$ cat config.mk
export PLATFORM = sky130hd
export DESIGN_NAME = eprom_prog_seq
export DESIGN_NICKNAME = d
export VERILOG_FILES = /design/src/rtl/pgm_pkg.sv /design/src/rtl/pgm_timer.sv /design/src/rtl/pgm_track.sv /design/src/rtl/eprom_prog_seq.sv
export SDC_FILE = /design/constraint.sdc
export NUM_CORES = 1
export LEC_CHECK = 0
export CORE_UTILIZATION = 58
export CTS_BUF_LIST = sky130_fd_sc_hd__clkbuf_4 sky130_fd_sc_hd__clkbuf_8 sky130_fd_sc_hd__clkbuf_16
export DETAILED_ROUTE_END_ITERATION = 8
export DONT_BUFFER_PORTS = 1
export PLACE_DENSITY = 0.83
export SLEW_MARGIN = 20
export SYNTH_ARGS = -nofsm -noshare
export SYNTH_HDL_FRONTEND = slang
export SYNTH_SLANG_ARGS = --single-unit
$ cat constraint.sdc
create_clock -name clk -period 3.5 [get_ports clk]
set_input_delay 0.7 -clock clk [delete_from_list [all_inputs] [get_ports clk]]
set_output_delay 0.7 -clock clk [all_outputs]
set_load 0.02 [all_outputs]
$ cat src/rtl/pgm_pkg.sv
`timescale 1ns/1ps
package pgm_pkg;

    typedef enum logic [3:0] {
        ST_IDLE,
        ST_VPP,
        ST_LOAD,
        ST_SETUP,
        ST_PULSE,
        ST_HOLD,
        ST_TURN,
        ST_VERIFY,
        ST_FLOAT,
        ST_DONE
    } pgm_state_e;

    typedef struct packed {
        logic vpp;
        logic ce;
        logic oe_n;
        logic drive;
        logic fetch;
        logic done;
    } pgm_pins_t;

    function automatic int unsigned max2(int unsigned a, int unsigned b);
        return (a > b) ? a : b;
    endfunction

    // Pin levels for each phase of the sequence
    function automatic pgm_pins_t pins_for(pgm_state_e s);
        pgm_pins_t p;
        p = '{vpp: 1'b1, ce: 1'b0, oe_n: 1'b1, drive: 1'b0, fetch: 1'b0, done: 1'b0};
        unique case (s)
            ST_IDLE:   begin p.vpp = 1'b0; p.ce = 1'b1; end
            ST_VPP:    ;
            ST_LOAD:   p.fetch = 1'b1;
            ST_SETUP:  p.drive = 1'b1;
            ST_PULSE:  begin p.drive = 1'b1; p.ce = 1'b1; end
            ST_HOLD:   p.drive = 1'b1;
            ST_TURN:   ;
            ST_VERIFY: p.oe_n = 1'b0;
            ST_FLOAT:  ;
            ST_DONE:   begin p.vpp = 1'b0; p.ce = 1'b1; p.done = 1'b1; end
            default:   ;
        endcase
        return p;
    endfunction

endpackage

$ cat src/rtl/pgm_timer.sv
`timescale 1ns/1ps
module pgm_timer #(
    parameter int CNT_W = 8
) (
    input  logic             clk,
    input  logic             rst,
    input  logic             load,
    input  logic [CNT_W-1:0] load_val,
    output logic             expired
);
    logic [CNT_W-1:0] cnt;

    always_ff @(posedge clk) begin
        if (rst)              cnt <= '0;
        else if (load)        cnt <= load_val;
        else if (cnt != '0)   cnt <= cnt - 1'b1;
    end

    assign expired = (cnt == '0);
endmodule

$ cat src/rtl/pgm_track.sv
`timescale 1ns/1ps
module pgm_track #(
    parameter int ADDR_W = 11,
    parameter int DATA_W = 8
) (
    input  logic              clk,
    input  logic              rst,
    input  logic              begin_run,
    input  logic [ADDR_W-1:0] base_addr,
    input  logic [ADDR_W:0]   byte_count,
    input  logic              fetch,
    input  logic [DATA_W-1:0] src_data,
    input  logic              advance,
    input  logic              record,
    input  logic [DATA_W-1:0] rd_data,
    output logic [ADDR_W-1:0] addr,
    output logic [DATA_W-1:0] wdata,
    output logic              last,
    output logic              mismatch,
    output logic              fail,
    output logic [ADDR_W-1:0] fail_addr
);
    logic [ADDR_W:0] remain;

    always_ff @(posedge clk) begin
        if (rst) begin
            addr      <= '0;
            remain    <= '0;
            wdata     <= '0;
            fail      <= 1'b0;
            fail_addr <= '0;
        end else begin
            if (begin_run) begin
                addr   <= base_addr;
                remain <= byte_count;
                fail   <= 1'b0;
            end
            if (fetch)   wdata <= src_data;
            if (advance) begin
                addr   <= addr + 1'b1;
                remain <= remain - 1'b1;
            end
            if (record) begin
                fail      <= 1'b1;
                fail_addr <= addr;
            end
        end
    end

    assign last     = (remain == {{ADDR_W{1'b0}}, 1'b1});
    assign mismatch = (rd_data != wdata);
endmodule

$ cat src/rtl/eprom_prog_seq.sv
`timescale 1ns/1ps
module eprom_prog_seq
    import pgm_pkg::*;
#(
    parameter int ADDR_W     = 11,
    parameter int DATA_W     = 8,
    parameter int VPP_CYC    = 100,
    parameter int SETUP_CYC  = 100,
    parameter int PULSE_CYC  = 2_500_000,
    parameter int HOLD_CYC   = 100,
    parameter int TURN_CYC   = 2,
    parameter int VERIFY_CYC = 8,
    parameter int FLOAT_CYC  = 6
) (
    input  logic              clk,
    input  logic              rst,
    input  logic              start,
    input  logic [ADDR_W-1:0] base_addr,
    input  logic [ADDR_W:0]   byte_count,
    output logic              src_rd,
    input  logic [DATA_W-1:0] src_data,
    output logic [ADDR_W-1:0] ep_addr,
    output logic [DATA_W-1:0] ep_dq_out,
    output logic              ep_dq_drive,
    input  logic [DATA_W-1:0] ep_dq_in,
    output logic              ep_oe_n,
    output logic              ep_ce_pgm,
    output logic              vpp_req,
    output logic              busy,
    output logic              done,
    output logic              fail,
    output logic [ADDR_W-1:0] fail_addr
);
    localparam int unsigned MAX_A   = max2(max2(VPP_CYC, SETUP_CYC), max2(PULSE_CYC, HOLD_CYC));
    localparam int unsigned MAX_B   = max2(max2(TURN_CYC, VERIFY_CYC), FLOAT_CYC);
    localparam int unsigned MAX_CYC = max2(MAX_A, MAX_B);
    localparam int          CNT_W   = $clog2(MAX_CYC + 1);

    pgm_state_e       st, nxt;
    pgm_pins_t        pins;
    logic             tmr_zero, tmr_load;
    logic [CNT_W-1:0] tmr_val;
    logic             trk_begin, trk_adv, trk_rec;
    logic             last, mismatch;

    function automatic logic [CNT_W-1:0] span_of(pgm_state_e s);
        unique case (s)
            ST_VPP:    return CNT_W'(VPP_CYC - 1);
            ST_SETUP:  return CNT_W'(SETUP_CYC - 1);
            ST_PULSE:  return CNT_W'(PULSE_CYC - 1);
            ST_HOLD:   return CNT_W'(HOLD_CYC - 1);
            ST_TURN:   return CNT_W'(TURN_CYC - 1);
            ST_VERIFY: return CNT_W'(VERIFY_CYC - 1);
            ST_FLOAT:  return CNT_W'(FLOAT_CYC - 1);
            default:   return '0;
        endcase
    endfunction

    always_comb begin
        nxt       = st;
        trk_begin = 1'b0;
        trk_adv   = 1'b0;
        trk_rec   = 1'b0;
        unique case (st)
            ST_IDLE: if (start) begin
                trk_begin = 1'b1;
                nxt = (byte_count == '0) ? ST_DONE : ST_VPP;
            end
            ST_VPP:    if (tmr_zero) nxt = ST_LOAD;
            ST_LOAD:   nxt = ST_SETUP;
            ST_SETUP:  if (tmr_zero) nxt = ST_PULSE;
            ST_PULSE:  if (tmr_zero) nxt = ST_HOLD;
            ST_HOLD:   if (tmr_zero) nxt = ST_TURN;
            ST_TURN:   if (tmr_zero) nxt = ST_VERIFY;
            ST_VERIFY: if (tmr_zero) begin
                if (mismatch) begin
                    trk_rec = 1'b1;
                    nxt = ST_DONE;
                end else if (last) begin
                    nxt = ST_DONE;
                end else begin
                    trk_adv = 1'b1;
                    nxt = ST_FLOAT;
                end
            end
            ST_FLOAT:  if (tmr_zero) nxt = ST_LOAD;
            ST_DONE:   nxt = ST_IDLE;
            default:   nxt = ST_IDLE;
        endcase
        tmr_load = (nxt != st);
        tmr_val  = span_of(nxt);
    end

    always_ff @(posedge clk) begin
        if (rst) st <= ST_IDLE;
        else     st <= nxt;
    end

    pgm_timer #(.CNT_W(CNT_W)) u_timer (
        .clk      (clk),
        .rst      (rst),
        .load     (tmr_load),
        .load_val (tmr_val),
        .expired  (tmr_zero)
    );

    pgm_track #(.ADDR_W(ADDR_W), .DATA_W(DATA_W)) u_track (
        .clk        (clk),
        .rst        (rst),
        .begin_run  (trk_begin),
        .base_addr  (base_addr),
        .byte_count (byte_count),
        .fetch      (pins.fetch),
        .src_data   (src_data),
        .advance    (trk_adv),
        .record     (trk_rec),
        .rd_data    (ep_dq_in),
        .addr       (ep_addr),
        .wdata      (ep_dq_out),
        .last       (last),
        .mismatch   (mismatch),
        .fail       (fail),
        .fail_addr  (fail_addr)
    );

    assign pins        = pins_for(st);
    assign src_rd      = pins.fetch;
    assign ep_dq_drive = pins.drive;
    assign ep_oe_n     = pins.oe_n;
    assign ep_ce_pgm   = pins.ce;
    assign vpp_req     = pins.vpp;
    assign done        = pins.done;
    assign busy        = (st != ST_IDLE);
endmodule

==> results.toml, run 1 <==
[outcome]
status = "finished, final reports clean"

[yosys]
synth_top_family_by_area = "simple AND/OR/NAND/NOR gates"
synth_top_area_cell = "dfxtp_1"
synth.cell_area_mm2 = 0.00376
yosysWarnings = 0
syn_nets = 531
synth_top_area_share_pct = 36.8
synth-xor-area-share_pct = 6.76
synth_top_flop_cell = "dfxtp_1"
synthSimpleGateAreaFrac_pct = 28.3
synth_mux_area_share_pct = 2.53
synthArstFlopShare_pct = 0
yosys.area_share.adder_pct = 1.33
synth_compound_area_share_pct = 19.7
synth_cell_type_count = 54
synthTopCellsByArea = "dfxtp_1 (37%), a21oi_1 (8.0%), nor2_1 (7.7%), nand2_1 (4.1%), xor2_1 (3.5%)"
synthCells = 485
ys_ff_latch = 69
synth.avg_cell_area_um2 = 7.74
yosysSeqAreaShare_pct = 36.8
synth_edf_count = 0

[clock_tree]
cts_buffers = 9
clkSinkCount = 69
postCtsSetupBuffers = 0
cts_max_level = 3
clockBufferDepth = 2
clk_latency_ps = 350
holdBufCountCts = 0
postCtsResizedCells = 0
cts_tree = "yes"
clk_pin_slew_worst_paths_ps = 80
cts_root_buf = "clkbuf_8"

[floorplanning]
die_w_um = 82.5
die_h_um = 82.5
core_mm2 = 0.00610
pin_count = 80
start_util_pct = 61.6
num_rows = 28
die-area_mm2 = 0.00680

[critical_path]
cp.arrival_ps = 3420
critPathMaxFanout = 10
required_ps = 3770
start_kind = "flop"
critPathKind = "flop to flop"
cp-end-kind = "flop"

[placed_design]
gp_congestion = 0.922
hpwl_um = 6180
io_buffers = 0
placed_cell_area_mm2 = 0.00382
dp_cells = 543
place_ws_ps = 381

[timing]
finalSetupTns_ps = 0
slew_headroom_pct = 44.7
setup_viol = 0
rsz0062_at_grt = "no"
hold_slack_ps = 404
fin_crit_sh_pct = 90.0
period_needed_ps = 3150
fmax_mhz = 317
final-max-slew-violation-count = 0
layout_setup_ws_ps = 349
worst_clock_skew_ps = 11.0
worst_pin_slew_ps = 826
hold_viol = 0

[power_and_ir_drop]
power.density_mw_per_mm2 = 888
ir_drop_v = 0.000483
power.total_mw = 3.58
p_leak_nw = 1.51

[flow_run]
drv_cap = 0

[finish]
drive_above_1_share_pct = 8.06
fin_cells = 559
utilization_pct = 66.1
n_antenna_cell = 0
n_fill_cell = 540
final_cell_mix = "nor2_1 (77), dfxtp_1 (69), a21oi_1 (60), nand2_1 (41), nor4_1 (19)"
final_common_cell = "nor2_1"
fin_nets = 525
final_cell_area_mm2 = 0.00403
syn_to_final_growth_pct = 7.30

[routing]
dr_total_vias = 3430
vias_per_cell = 6.14
ant_nets = 0
wl_per_cell_um = 15.5
drt_iter0_drc = 177
drc = 0
drtPass1Iterations = 4
wl_um = 8660

[global_routing]
grt_max_degree = 54
globalRouteTotalUtil_pct = 25.8
grt_pass1_wl_um = 13400
antenna_found_initial = 0
grt_pass1_vias = 3134
overflow = 0

[worst_hold_path]
worst_hold_path_type = "primary input to flop"
==> routing by layer <==
metal / global-route usage, % / vias to the layer above / part of all wire, %
met5: 0 / - / 0
met2: 43.2 / 126 / 46
li1: - / 1708 / -
met1: 31.4 / 1578 / 45
met4: 12.1 / 0 / 2.2
met3: 5.38 / 18 / 6.9
==> cells in the mapped netlist (all sizes together), types with 6 or more instances <==
cell type and number:
xor2 15, dfxtp 69, nand2 41, a32oi 7, nor2 77, nor4 21
clkbuf 24, a21oi 60, inv 14, nand3 9, or4 7, or3 6
o21ai 18, and3 10, o21a 11, xnor2 14, nor3 17
==> worst paths after layout <==
| kind | cells after the start | slack, ps | endpoint | from |
|---|---|---|---|---|
| max | 7 | 350 | u_track.remain[9] | u_timer.cnt[12] |
| min | 1 | 400 | u_track.addr[7] | rst |
| max reg2reg | 7 | 350 | u_track.remain[9] | u_timer.cnt[12] |
| min reg2reg | 2 | 490 | u_track.remain[11] | u_track.remain[11] |
==> power by group <==
group	switching (mW)	leakage, nW	internal, mW
registers	0.244	0.562	0.958
logic	0.978	0.847	0.720
clock network	0.326	0.0955	0.353
==> flip-flops by register name, summed over array words and instances, names as in the netlist <==
signal and flops:
u_timer.cnt 22, u_track.addr 11, u_track.wdata 8, st 4, u_track.fail 1, u_track.fail_addr 11, u_track.remain 12
==> critical path: stages, from the launching register on <==
cell and delay, ps:
dfxtp_1 360, or4_1 650, nor4_4 310, nand4_4 220, or4_1 710, nor4_1 310
mux2_1 350, a21oi_1 160
==> logic make-up (layout without fill, tap and decap cells) <==
logic type | Yosys count | in the layout
AO/OA/AOI/OAI | 118 | 118
XOR/XNOR | 29 | 29
adder cells (fa/ha/maj) | 4 | 4
buffers and inverters | 43 | 42
flip-flops | 69 | 69
multiplexers | 9 | 9
AND/OR/NAND/NOR | 213 | 213
==> cell type report <==
type	instances	area, um^2	area share [%]
multi-input cells	373	2210	54.8
flip-flops and latches	69	1380	34.3
clock buffers	10	138	3.42
well taps	75	93.8	2.33
repair buffers	11	82.6	2.05
clock inverters	6	70.1	1.74
inverters	15	56.3	1.40
Power figures use the tool's default switching activity.
==> inputs of run 2 (changes only) <==
==> constraint.sdc (replaced) <==
create_clock -name clk -period 3.5 [get_ports clk]
set_input_delay 0.35 -clock clk [delete_from_list [all_inputs] [get_ports clk]]
set_output_delay 0.35 -clock clk [all_outputs]
set_load 0.02 [all_outputs]
==> results.toml, run 2 (synthesis results as in run 1) <==
[clock_tree]
cts_max_level = 3
clk_latency_ps = 360
cts_root_buf = "clkbuf_8"
postCtsSetupBuffers = 0
clk_pin_slew_worst_paths_ps = 80
cts_buffers = 9
postCtsResizedCells = 0
clkSinkCount = 69
clockBufferDepth = 2
holdBufCountCts = 0
cts_tree = "yes"

[timing]
fmax_mhz = 316
worst_pin_slew_ps = 804
slew_headroom_pct = 46.2
final-max-slew-violation-count = 0
fin_crit_sh_pct = 90.4
setup_viol = 0
rsz0062_at_grt = "no"
period_needed_ps = 3170
finalSetupTns_ps = 0
worst_clock_skew_ps = 11.3
hold_viol = 0

[outcome]
status = "finished, final reports clean"

[critical_path]
required_ps = 3750
rr_endpoint = "u_track.remain[10]"
cp-startpoint = "u_timer.cnt[12]"
critPathCapture = "u_track.remain[10]"
reg2regPathDepth = 8
cp-end-kind = "flop"
cp.arrival_ps = 3420
r2r_start = "u_timer.cnt[12]"
rrSetupSlack_ps = 330
start_kind = "flop"
critPathMaxFanout = 18
critPathKind = "flop to flop"

[global_routing]
grt_pass1_wl_um = 13800
grt_pass1_vias = 3202
antenna_found_initial = 0
overflow = 0
globalRouteTotalUtil_pct = 26.7
grt_max_degree = 54

[routing]
wl_um = 8930
drc = 0
dr_total_vias = 3477
wl_per_cell_um = 16.0
drt_iter0_drc = 251
ant_nets = 0
drtPass1Iterations = 4
vias_per_cell = 6.23

[finish]
drive_above_1_share_pct = 7.87
final_cell_mix = "nor2_1 (77), dfxtp_1 (69), a21oi_1 (60), nand2_1 (41), nor4_1 (19)"
largest_reg_flops = 22
reg_top3 = "u_timer.cnt: 22 flops, u_track.remain: 12 flops"
top_register = "u_timer.cnt"
final_common_cell = "nor2_1"
seqCellArea_mm2 = 0.00138
n_antenna_cell = 0
syn_to_final_growth_pct = 7.43
final_cell_area_mm2 = 0.00404
fin_nets = 525
multiInputGateArea_mm2 = 0.00221
n_fill_cell = 524

[power_and_ir_drop]
power.density_mw_per_mm2 = 902
p_leak_nw = 1.51
ir_drop_v = 0.000584

[placed_design]
hpwl_um = 6260
io_buffers = 0
placed_cell_area_mm2 = 0.00382
gp_congestion = 0.933

[floorplanning]
die_w_um = 82.5
core_mm2 = 0.00610
start_util_pct = 61.6
num_rows = 28
pin_count = 80
die-area_mm2 = 0.00680
die_h_um = 82.5

[flow_run]
drv_cap = 0

[worst_hold_path]
worst_hold_path_type = "primary input to flop"
## run 2: changes by cell type in the layout (fill, tap and decap cells not counted)
cell,change
bufinv_16,+1
clkbuf_8,-1
clkinv_2,+1
clkinv_4,+1
clkinvlp_4,-1
inv_6,-2
## run 2: worst min-delay path by stage
stage / from / end / slack, ps / cells after the start
6_report: rst / u_track.addr[8] / 50 / 1
5_1_grt: rst / u_track.addr[5] / 40 / 1
4_1_cts: rst / u_track.addr[6] / 40 / 1
3_5_place_dp: rst / u_track.addr[6] / 420 / 1
3_3_place_gp: rst / u_track.addr[6] / 420 / 1
2_1_floorplan: u_track.remain[11] / u_track.remain[11] / 460 / 2
## run 2: per-stage QoR
step	cells	utilization, %	hold WS (ps)	worst slack (ps)	power, mW
2_1_floorplan	485	-	459	641	2.55
3_3_place_gp	543	62.7	423	453	2.84
3_5_place_dp	543	62.7	425	397	2.90
4_1_cts	558	66.2	44.1	347	3.63
5_1_grt	558	66.2	40.6	164	3.89
6_report	558	66.2	54.1	335	3.64
## run 2: critical path: stages, from the launching register on
cell	delay (ps)
dfxtp_1	350
or4_1	660
nor4_4	330
nand4_4	210
or4_1	710
buf_4	270
nand2_1	100
a21oi_1	80
a2111oi_2	350
## run 2: metal layers
layer | track usage (%) | vias up | routed length, um
met5 | 0 | - | 0
met4 | 11.8 | 0 | 146
met3 | 5.49 | 16 | 662
met2 | 45.0 | 137 | 4150
met1 | 32.8 | 1611 | 3970
li1 | - | 1713 | -
## run 2: cell type report
class,instances,area share (%)
inverter,15,1.40
clock buffer,9,3.07
tap,75,2.33
clock inverter,6,2.20
timing repair buffer,11,2.05
multi-input combinational,373,54.7
sequential,69,34.2
## run 2: power by group
| part | internal (mW) | switching [mW] | leakage (nW) |
|---|---|---|---|
| sequential | 0.958 | 0.242 | 0.562 |
| combinational | 0.721 | 1.01 | 0.847 |
| clock | 0.397 | 0.315 | 0.101 |
| total | 2.08 | 1.56 | 1.51 |
==> inputs of run 3 (changes only) <==
--- a/config.mk
+++ b/config.mk
@@ -9,7 +9,7 @@
 export CTS_BUF_LIST = sky130_fd_sc_hd__clkbuf_4 sky130_fd_sc_hd__clkbuf_8 sky130_fd_sc_hd__clkbuf_16
 export DETAILED_ROUTE_END_ITERATION = 8
 export DONT_BUFFER_PORTS = 1
-export PLACE_DENSITY = 0.83
+export PLACE_DENSITY = 0.74
 export SLEW_MARGIN = 20
 export SYNTH_ARGS = -nofsm -noshare
 export SYNTH_HDL_FRONTEND = slang
==> results.toml, run 3 (synthesis results as in run 1) <==
[critical_path]
cp_cell_sequence = "or4_1 -> nor4_4 -> nand4_4 -> or4_1 -> nor4_1 -> mux2_1 -> a21oi_1"
required_ps = 3770
critPathKind = "flop to flop"
crit_top_cell = "or4_1"
cp-end-kind = "flop"
reg2regPathDepth = 7
critPathMaxStageDelay_ps = 710
r2r_start = "u_timer.cnt[12]"
cp.arrival_ps = 3420
crit_buf_inv = 0
rr_endpoint = "u_track.remain[6]"
critPathMaxFanout = 10
rrSetupSlack_ps = 360
crit_family = "simple AND/OR/NAND/NOR gates"
crit_slowest_cell = "or4_1"
start_kind = "flop"

[placed_design]
hpwl_um = 6180
gp_congestion = 0.855
io_buffers = 0

[flow_run]
drv_cap = 0

[clock_tree]
cts_root_buf = "clkbuf_8"
cts_buffers = 9
clk_pin_slew_worst_paths_ps = 80
cts_tree = "yes"
postCtsSetupBuffers = 0
holdBufCountCts = 0
clockBufferDepth = 2
postCtsResizedCells = 0
clk_latency_ps = 340
cts_max_level = 3
clkSinkCount = 69

[floorplanning]
num_rows = 28
start_util_pct = 61.6
die_w_um = 82.5
pin_count = 80
core_mm2 = 0.00610
die_h_um = 82.5
die-area_mm2 = 0.00680

[finish]
syn_to_final_growth_pct = 8.56
final_cell_mix = "nor2_1 (77), dfxtp_1 (69), a21oi_1 (60), nand2_1 (41), nor4_1 (19)"
reg_top3 = "u_timer.cnt: 22 flops, u_track.remain: 12 flops"
largest_reg_flops = 22
top_register = "u_timer.cnt"
utilization_pct = 66.9
n_antenna_cell = 0
final_common_cell = "nor2_1"
drive_above_1_share_pct = 8.25
fin_nets = 526

[global_routing]
overflow = 0
globalRouteTotalUtil_pct = 26.8
grt_max_degree = 54
antenna_found_initial = 0
grt_pass1_vias = 3201
grt_pass1_wl_um = 13900

[timing]
final-max-slew-violation-count = 0
worst_pin_slew_ps = 866
rsz0062_at_grt = "no"
hold_viol = 0
setup_viol = 0
fmax_mhz = 318
period_needed_ps = 3140
slew_headroom_pct = 42.1
worst_clock_skew_ps = 11.6
hold_slack_ps = 66.3
fin_crit_sh_pct = 89.8
finalSetupTns_ps = 0

[outcome]
status = "finished, final reports clean"

[worst_hold_path]
worstHoldStart = "rst"
min_to = "u_track.remain[1]"
holdPathStages = 1
worst_hold_path_type = "primary input to flop"

[routing]
drt_iter0_drc = 239
vias_per_cell = 6.14
drc = 0
dr_total_vias = 3440
wl_um = 8750
ant_nets = 0
drtPass1Iterations = 5
wl_per_cell_um = 15.6

[power_and_ir_drop]
power.density_mw_per_mm2 = 910
p_leak_nw = 1.53
ir_drop_v = 0.000511
## run 3: final cells by class
class	count	area [um^2]
inverters	15	56.3
clock inverters	6	110
repair buffers	12	90.1
well taps	75	93.8
clock buffers	10	138
multi-input cells	373	2210
fillers	533	2020
flip-flops and latches	69	1380
## run 3: per-stage QoR
stage	setup WS, ps	power, mW	std cells	instance area, um^2
6_report	358	3.71	560	4080
5_1_grt	195	4.00	560	4080
4_1_cts	377	3.71	560	4080
3_5_place_dp	368	2.90	544	3830
3_3_place_gp	456	2.87	544	3830
2_1_floorplan	641	2.55	485	3760
## run 3: how the worst max path moves through the flow
stage	startpoint	to	slack (ps)	depth (start not counted)
6_report	u_timer.cnt[12]	u_track.remain[6]	360	7
5_1_grt	u_timer.cnt[12]	u_track.remain[6]	200	7
4_1_cts	u_timer.cnt[12]	u_track.remain[6]	380	7
3_5_place_dp	u_timer.cnt[12]	u_track.remain[10]	370	8
3_3_place_gp	u_timer.cnt[12]	u_track.remain[6]	460	7
2_1_floorplan	u_timer.cnt[12]	u_track.remain[9]	640	9
## run 3: report_power, final
| group | switching, mW | internal, mW |
|---|---|---|
| clock | 0.310 | 0.491 |
| sequential | 0.239 | 0.958 |
| combinational | 0.989 | 0.725 |
| total | 1.54 | 2.17 |
## run 3: layer usage
metal,vias up,part of all wire [%],global-route usage (%)
li1,1714,-,-
met5,-,0,0
met4,0,0.61,6.84
met1,1581,44,33.7
met2,137,47,45.0
met3,8,8.0,7.47
